## src/rtl/rxs_pkg.sv

```systemverilog
package rxs_pkg;
  typedef enum logic [2:0] {
    ST_IDLE,
    ST_CONFIRM,
    ST_SHIFT,
    ST_XFER,
    ST_FULL
  } rx_state_t;
endpackage

```

## src/rtl/rxs_reset_sync.sv

```systemverilog
module rxs_reset_sync (
  input  logic clk,
  input  logic rst_n,
  output logic rst_sync_n
);
  logic [1:0] chain_q;

  always_ff @(posedge clk or negedge rst_n) begin
    if (!rst_n) chain_q <= 2'b00;
    else        chain_q <= {chain_q[0], 1'b1};
  end

  assign rst_sync_n = chain_q[1];
endmodule

```

## src/rtl/rxs_line_sync.sv

```systemverilog
module rxs_line_sync (
  input  logic clk,
  input  logic rst_n,
  input  logic line_in,
  output logic line_q,
  output logic fall_pulse
);
  logic meta_q, stab_q, prev_q;

  // idle level is 1, so reset loads ones to avoid a false edge
  always_ff @(posedge clk or negedge rst_n) begin
    if (!rst_n) begin
      meta_q <= 1'b1;
      stab_q <= 1'b1;
      prev_q <= 1'b1;
    end else begin
      meta_q <= line_in;
      stab_q <= meta_q;
      prev_q <= stab_q;
    end
  end

  assign line_q     = stab_q;
  assign fall_pulse = prev_q & ~stab_q;
endmodule

```

## src/rtl/rxs_ctrl.sv

```systemverilog
module rxs_ctrl #(
  parameter int DATA_W   = 8,
  parameter int BIT_CLKS = 16
) (
  input  logic              clk,
  input  logic              rst_n,
  input  logic              line_q,
  input  logic              fall_pulse,
  input  logic              read_strobe,
  output logic [DATA_W:0]   frame_sr,
  output logic              load_buf,
  output logic              full
);
  import rxs_pkg::*;

  localparam int CNT_W = (BIT_CLKS > 2) ? $clog2(BIT_CLKS) : 1;
  localparam int IDX_W = $clog2(DATA_W + 2);
  localparam int HALF  = BIT_CLKS / 2;
  localparam logic [CNT_W-1:0] CNT_HALF = CNT_W'(HALF - 1);
  localparam logic [CNT_W-1:0] CNT_FULL = CNT_W'(BIT_CLKS - 1);
  localparam logic [IDX_W-1:0] IDX_LAST = IDX_W'(DATA_W);

  rx_state_t        state_q, state_d;
  logic [CNT_W-1:0] cnt_q, cnt_d;
  logic [IDX_W-1:0] idx_q, idx_d;
  logic [DATA_W:0]  sr_q;
  logic             shift_en;

  always_comb begin
    state_d  = state_q;
    cnt_d    = cnt_q;
    idx_d    = idx_q;
    shift_en = 1'b0;
    load_buf = 1'b0;
    unique case (state_q)
      ST_IDLE: begin
        if (fall_pulse) begin
          state_d = ST_CONFIRM;
          cnt_d   = '0;
        end
      end
      ST_CONFIRM: begin
        if (cnt_q == CNT_HALF) begin
          cnt_d   = '0;
          idx_d   = '0;
          state_d = line_q ? ST_IDLE : ST_SHIFT;
        end else begin
          cnt_d = cnt_q + 1'b1;
        end
      end
      ST_SHIFT: begin
        if (cnt_q == CNT_FULL) begin
          cnt_d    = '0;
          shift_en = 1'b1;
          idx_d    = idx_q + 1'b1;
          if (idx_q == IDX_LAST) state_d = ST_XFER;
        end else begin
          cnt_d = cnt_q + 1'b1;
        end
      end
      ST_XFER: begin
        load_buf = 1'b1;
        state_d  = ST_FULL;
      end
      ST_FULL: begin
        if (read_strobe) state_d = ST_IDLE;
      end
      default: state_d = ST_IDLE;
    endcase
  end

  always_ff @(posedge clk or negedge rst_n) begin
    if (!rst_n) begin
      state_q <= ST_IDLE;
      cnt_q   <= '0;
      idx_q   <= '0;
    end else begin
      state_q <= state_d;
      cnt_q   <= cnt_d;
      idx_q   <= idx_d;
    end
  end

  // shift right: the first bit received ends in bit 0, the parity bit in the top bit
  always_ff @(posedge clk or negedge rst_n) begin
    if (!rst_n)        sr_q <= '0;
    else if (shift_en) sr_q <= {line_q, sr_q[DATA_W:1]};
  end

  assign frame_sr = sr_q;
  assign full     = (state_q == ST_FULL);
endmodule

```

## src/rtl/serial_rx_holdbuf.sv

```systemverilog
module serial_rx_holdbuf #(
  parameter int DATA_W     = 8,
  parameter bit ODD_PARITY = 1'b0,
  parameter int BIT_CLKS   = 16
) (
  input  logic        clk,
  input  logic        rst_n,
  input  logic        rx_line,
  input  logic        read_strobe,
  output logic [15:0] rx_word,
  output logic        buf_full,
  output logic        par_err
);
  localparam int PAD_W = 16 - DATA_W;

  logic              rst_sync_n;
  logic              line_q, fall_pulse, load_buf, full;
  logic [DATA_W:0]   frame_sr;
  logic [DATA_W:0]   br_q;
  logic              par_err_q;

  rxs_reset_sync u_rst (
    .clk(clk), .rst_n(rst_n), .rst_sync_n(rst_sync_n)
  );

  rxs_line_sync u_sync (
    .clk(clk), .rst_n(rst_sync_n), .line_in(rx_line),
    .line_q(line_q), .fall_pulse(fall_pulse)
  );

  rxs_ctrl #(.DATA_W(DATA_W), .BIT_CLKS(BIT_CLKS)) u_ctrl (
    .clk(clk), .rst_n(rst_sync_n), .line_q(line_q), .fall_pulse(fall_pulse),
    .read_strobe(read_strobe), .frame_sr(frame_sr), .load_buf(load_buf), .full(full)
  );

  always_ff @(posedge clk or negedge rst_sync_n) begin
    if (!rst_sync_n)   br_q <= '0;
    else if (load_buf) br_q <= frame_sr;
  end

  // parity flop loads only while the buffer is marked full
  always_ff @(posedge clk or negedge rst_sync_n) begin
    if (!rst_sync_n) par_err_q <= 1'b0;
    else if (full)   par_err_q <= (^br_q) ^ ODD_PARITY;
  end

  assign rx_word  = {{PAD_W{1'b0}}, br_q[DATA_W-1:0]};
  assign buf_full = full;
  assign par_err  = par_err_q;
endmodule

```

## config.mk

```make
export PLATFORM = sky130hd
export DESIGN_NAME = serial_rx_holdbuf
export DESIGN_NICKNAME = d
export VERILOG_FILES = /design/src/rtl/rxs_pkg.sv /design/src/rtl/rxs_reset_sync.sv /design/src/rtl/rxs_line_sync.sv /design/src/rtl/rxs_ctrl.sv /design/src/rtl/serial_rx_holdbuf.sv
export SDC_FILE = /design/constraint.sdc
export NUM_CORES = 1
export LEC_CHECK = 0
export ABC_AREA = 1
export BUFFER_PORTS_ARGS = -buffer_cell sky130_fd_sc_hd__buf_4
export CAP_MARGIN = 20
export CORE_MARGIN = 3
export CORE_UTILIZATION = 56
export DETAILED_ROUTE_END_ITERATION = 10
export PLACE_DENSITY = 0.77
export SYNTH_ARGS = -nofsm -noshare
export SYNTH_HDL_FRONTEND = slang
export SYNTH_SLANG_ARGS = --single-unit
```

## constraint.sdc

```tcl
create_clock -name clk -period 2.5 [get_ports clk]
set_clock_uncertainty 0.15 [all_clocks]
set_input_delay 0.125 -clock clk [delete_from_list [all_inputs] [get_ports clk]]
set_output_delay 0.125 -clock clk [all_outputs]
set_load 0.01 [all_outputs]
```

Yosys cells after proc, flatten, opt, wreduce, memory -nomap -nowiden
Index checks and enable logic that the tools add are counted.
{"block": "totals", "ff_bits": 35, "latch_bits": 0, "ramBits": 0, "rom_bits": 0, "in_bits": 4, "output_inout_bits": 18, "wordCells": 50, "mem_count": 0}
{"block": "classes", "n_addsub": 2, "n_mul": 0, "div_mod_pow": 0, "order_cmp": 0, "n_eq_ne": 12, "shifts": 0, "n_mux": 17, "n_bitwise": 2, "n_reduce_logical": 7}
{"op": "$mux W4", "count": 5}
{"op": "$mux W3", "count": 5}
{"op": "$pmux W3 S5", "count": 1}
{"op": "$pmux W4 S3", "count": 1}
{"op": "$reduce_xor A9 Y1", "count": 1}
{"op": "$add A4 B1 Y4 const B", "count": 2}
{"op": "$eq A4 B4 Y1 const B", "count": 2}
{"op": "$pmux W4 S2", "count": 1}
{"op": "$eq A3 B2 Y1 const B", "count": 2}
{"op": "$ne A2 B1 Y1 const B", "count": 3}
{"op": "$reduce_and A5 Y1", "count": 1}
{"op": "$eq A4 B3 Y1 const B", "count": 1}
{"op": "$ne A2 B2 Y1 const B", "count": 2}
{"op": "$eq A3 B1 Y1 const B", "count": 1}
{"op": "$eq A3 B3 Y1 const B", "count": 1}
{"op": "$logic_not A3 Y1", "count": 1}
{"op": "$mux W1", "count": 3}
{"op": "$reduce_and A3 Y1", "count": 1}
{"op": "$reduce_bool A3 Y1", "count": 1}
{"op": "$mux W2", "count": 1}
{"op": "$reduce_and A2 Y1", "count": 1}
{"op": "$reduce_bool A2 Y1", "count": 1}
{"op": "$and A1 B1 Y1", "count": 1}
{"op": "$not A1 Y1", "count": 1}

Logic depth before layout (Yosys ltp)
{"block": "logic_depth", "word_depth": 4, "mapped_depth": 9, "depth_no_buf": 9}

Cells and area by module
From an unflattened synthesis, not the netlist that was laid out.
{"block": "unflattened", "cells_unflattened": 222, "hier_area_um2": 1840.5}
{"module": "rxs_ctrl", "n_inst": 1, "cells_each": 130, "area_per_inst_um2": 1067.3, "seq_area_each_um2": 500.5}
{"module": "serial_rx_holdbuf", "n_inst": 1, "cells_each": 84, "area_per_inst_um2": 630.6, "seq_area_each_um2": 250.2}
{"module": "rxs_line_sync", "n_inst": 1, "cells_each": 5, "area_per_inst_um2": 88.8, "seq_area_each_um2": 78.8}
{"module": "rxs_reset_sync", "n_inst": 1, "cells_each": 3, "area_per_inst_um2": 53.8, "seq_area_each_um2": 50.0}

Worst setup path after synthesis
No wires, ideal clock.
{"block": "synth_path", "path_kind": "reg-to-reg", "startpoint": "register u_ctrl.cnt_q[0]", "endpoint": "register u_ctrl.cnt_q[0]", "setup_ps": 64, "arrival_time_ps": 1279, "required_time_ps": 2286, "setup_slack_ps": 1006, "path_stages_with_launch": 8, "path_buffers": 0, "period_less_slack_ps": 1494, "cell_sequence": "dfrtp_1 ha_1 nand2_1 nor2_1 nor2_2 nor2_4 o21ai_0 o21a_1"}
{"block": "synth_between", "elab_chain_len": 3, "word_cells_on_any_way": 6, "cone_classes": "add/sub: 1; eq/ne: 2; mux: 3"}
{"element": "from (decl)", "line_no": "rxs_ctrl.sv:24", "rtl": "logic [CNT_W-1:0] cnt_q, cnt_d;"}
{"element": "from (signal assigned)", "line_no": "rxs_ctrl.sv:79", "rtl": "cnt_q <= cnt_d;"}
{"element": "$add A4 B1 Y4 (tied with other cells)", "line_no": "rxs_ctrl.sv:48, rxs_ctrl.sv:58"}
{"element": "$mux W4, on equally long branches", "line_no": "rxs_ctrl.sv:52, rxs_ctrl.sv:43"}
{"element": "$pmux W4 S3 *", "line_no": "rxs_ctrl.sv:35", "rtl": "unique case (state_q)"}
Mark *: on every way between the ends. The rest lies on a longest branch, timed or not.
A chain may end at the register's enable or synchronous reset.

Final worst setup path
{"block": "layout_path", "startpoint": "register u_ctrl.cnt_q[0]", "endpoint": "register u_ctrl.idx_q[0]"}
{"block": "layout_between", "elab_chain_len": 3, "word_cells_on_any_way": 5, "cone_classes": "eq/ne: 4; reduce/logical: 1"}
{"element": "$eq A4 B4 Y1 or $eq A4 B3 Y1 (tied branches)", "line_no": "rxs_ctrl.sv:52, rxs_ctrl.sv:43"}
{"element": "$ne A2 B1 Y1 (no source line)"}
{"element": "$reduce_and A3 Y1 (no source line) *"}
{"element": "to (signal assigned)", "line_no": "rxs_ctrl.sv:80", "rtl": "idx_q <= idx_d;"}
{"element": "to (decl)", "line_no": "rxs_ctrl.sv:25", "rtl": "logic [IDX_W-1:0] idx_q, idx_d;"}
Marked as above.

==> impl_metrics.json <==
{
  "outcome": "complete, no violations",
  "gp_congestion": 0.871,
  "final_nets": 231,
  "cts_max_level": 2,
  "num_rows": 19,
  "clk_pin_slew_ps": 100,
  "numCtsBuffers": 5,
  "yosys_warnings": 0,
  "clock_latency_ps": 330,
  "power_density_nw_per_um2": 1130,
  "wl_per_cell_um": 10.4,
  "p_sw_frac": 0.399,
  "core_um2": 2900,
  "avgSynthCellArea_um2": 8.50,
  "grt_antenna_before_repair": 0,
  "die_h_um": 62.6,
  "rsz0062_at_grt": "false",
  "ir_drop_mv": 0.631,
  "route.vias.total": 1271,
  "final_cell_count_no_fill": 267,
  "fin_crit_ps": 1680,
  "synthAdderAreaFrac": 0.0209,
  "ys.flop_type": "dfrtp_1",
  "worstPathCellList": "ha_1, nand2_1, nor3_4, nor2_1, a31oi_1",
  "critical-path-top-delay-family": "simple AND/OR/NAND/NOR gates",
  "switchingPower_w": 0.000887,
  "fill_cells": 248,
  "drc": 0,
  "synth_seq_cells": 35,
  "cts_num_sinks": 35,
  "drv_cap": 0,
  "dr.pass1.iters": 4,
  "overflow": 0,
  "die_w_um": 62.6,
  "post-place-ws_ps": 840,
  "ys_top_cells_by_area": "dfrtp_1, nand2_1, buf_4",
  "p_leak_nw": 1.05,
  "critPathRequiredTime_ps": 2610,
  "syn_inst": 211,
  "viasPerCell": 4.76,
  "grt_pass1_vias": 1215,
  "yosysUniqueCellTypes": 30,
  "hold_violations": 0,
  "netlist_area_um2": 1790,
  "critPathCaptureType": "register",
  "fin_crit_sh": 0.672,
  "synth_top_family_by_area": "simple AND/OR/NAND/NOR gates",
  "cts.path.max_buffers": 2,
  "path_max_fanout": 20,
  "synthMuxAreaShare": 0,
  "cts-root-buf": "clkbuf_4",
  "drtIter0Drc": 60,
  "yosysTopAreaCellShare": 0.446,
  "clockPowerShare": 0.189,
  "arrival_ps": 1790,
  "setup_viol": 0,
  "crit_type": "reg -> reg",
  "initial_utilization": 0.619,
  "drive_above_1_share": 0.178,
  "synth_edf_count": 0,
  "synth_seq_area_share": 0.490,
  "ant_nets": 0,
  "tritoncts": "done",
  "synth_most_common_cell": "nand2_1",
  "seqPwrFrac": 0.398,
  "cpMaxStageDelayCell": "nor3_4",
  "ioPinCount": 22,
  "cpPeakStageDelay_ps": 510,
  "relSlewSlack": 0.481,
  "synth_top_area_cell": "dfrtp_1",
  "synth-compound-area-share": 0.0927,
  "crit_buf_inv": 0,
  "p_comb_frac": 0.414,
  "wl_um": 2770,
  "areaGrowthSynthToFinish_pct": 9.41,
  "synth-xor-area-share": 0.0195,
  "hold_ws_ps": 178,
  "postSynth.asyncResetShare": 1.00,
  "worst-path-stages": 5,
  "finalMaxSlewViolations": 0,
  "io_buffers": 13,
  "total_power_w": 0.00222,
  "hold_path.class": "reg -> async",
  "synth_common_cells": "nand2_1, dfrtp_1, inv_1",
  "hpwl_um": 2110,
  "grt_max_degree": 21,
  "timing.fmax_ghz": 0.595,
  "dp_cells": 255,
  "internal_power_w": 0.00134,
  "synthSimpleGateAreaFrac": 0.227,
  "cp-start-kind": "register",
  "tightest_slew_ps": 778,
  "die_area_um2": 3920,
  "antenna_cells": 0,
  "grt_pass1_wl_um": 5000,
  "r2r_cells": 5,
  "fin_ws_ps": 819,
  "grtUsageTotal": 0.161,
  "final.setup.tns_ps": 0
}
[layout by cell type (no fill, tap or decap), types with 2 or more instances in the layout]
cell type,instances
inv_1,30
o21ai_1,3
buf_4,14
nand3_2,3
nand3_1,11
dlygate4sd3_1,4
or2_2,2
nor2_1,5
nor2_2,2
xor2_1,2
xnor2_1,2
nand2_1,56
nor2_4,2
dfstp_2,3
dfrtp_1,32
o21ai_0,20
ha_1,3
inv_2,2
clkbuf_4,5
conb_1,9
a21oi_1,3
[power groups by stage]
stage | registers, W | clock network [W] | logic, W
after detailed placement | 0.000896 | 0 | 0.000918
after global placement | 0.000882 | 0 | 0.000883
after CTS | 0.000884 | 0.000427 | 0.000929
after global routing | 0.000917 | 0.000458 | 0.00105
final | 0.000884 | 0.000420 | 0.000920
after floorplan | 0.000868 | 0 | 0.000776
[area by class of cell]
class / instances / area, µm² / share of cell area
clock buffers: 6 / 51.3 / 0.0261
inverters: 32 / 120 / 0.0612
flip-flops and latches: 35 / 880 / 0.448
repair buffers: 18 / 145 / 0.0739
clock inverters: 2 / 35.0 / 0.0178
well taps: 42 / 52.6 / 0.0268
multi-input cells: 132 / 679 / 0.346
[stage by stage]
step | util | cell area (µm²)
finish | 0.677 | 1960
floorplan | - | 1820
CTS | 0.677 | 1960
global route | 0.677 | 1960
detailed placement | 0.633 | 1840
global placement | 0.633 | 1840
[per-layer routing]
metal / track usage / vias up / wire length, µm
li1: - / 653 / -
met1: 0.191 / 586 / 1310
met2: 0.274 / 26 / 1290
met3: 0.0468 / 6 / 120
met4: 0.0661 / 0 / 48
met5: 0 / - / 0
[final timing paths]
path	start	to	slack, ps
worst max-delay path	u_ctrl.cnt_q[0]$_DFFE_PN0P_	u_ctrl.idx_q[0]$_DFFE_PN0P_	820
worst min-delay path	u_rst.chain_q[1]$_DFF_PN0_	u_ctrl.frame_sr[7]$_DFFE_PN0P_	180
worst max register to register	u_ctrl.cnt_q[0]$_DFFE_PN0P_	u_ctrl.idx_q[0]$_DFFE_PN0P_	820
worst min register to register	u_rst.chain_q[1]$_DFF_PN0_	u_ctrl.frame_sr[7]$_DFFE_PN0P_	180
max in group asynchronous	u_rst.chain_q[1]$_DFF_PN0_	u_ctrl.frame_sr[5]$_DFFE_PN0P_	1330
min in group clk	u_sync.meta_q$_DFF_PN1_	u_sync.line_q$_DFF_PN1_	210
[cells by family after synthesis]
kind of cell	count (synthesis)
and+or+nand+nor	85
AOI/OAI and AO/OA	31
xor gates and xnor gates	4
other	2
adders and majority gates	3
buffers and inverters	51
DFF	35
[state kept, by name, indices dropped and copies added (netlist names)]
register and cells:
u_sync.line_q 1, u_ctrl.frame_sr 9, u_ctrl.state_q 3, u_sync.meta_q 1, u_ctrl.cnt_q 4, u_sync.prev_q 1
par_err 1, u_rst.chain_q 2, br_q 9, u_ctrl.idx_q 4
[repair_timing]
item,in CTS,in global routing
setup buffers,0,0
gates resized for setup,0,0
hold buffers,4,0
endpoints found under the setup margin,0,0
endpoints found under the hold margin,4,0
No activity file was read; power rests on OpenSTA's default activity.
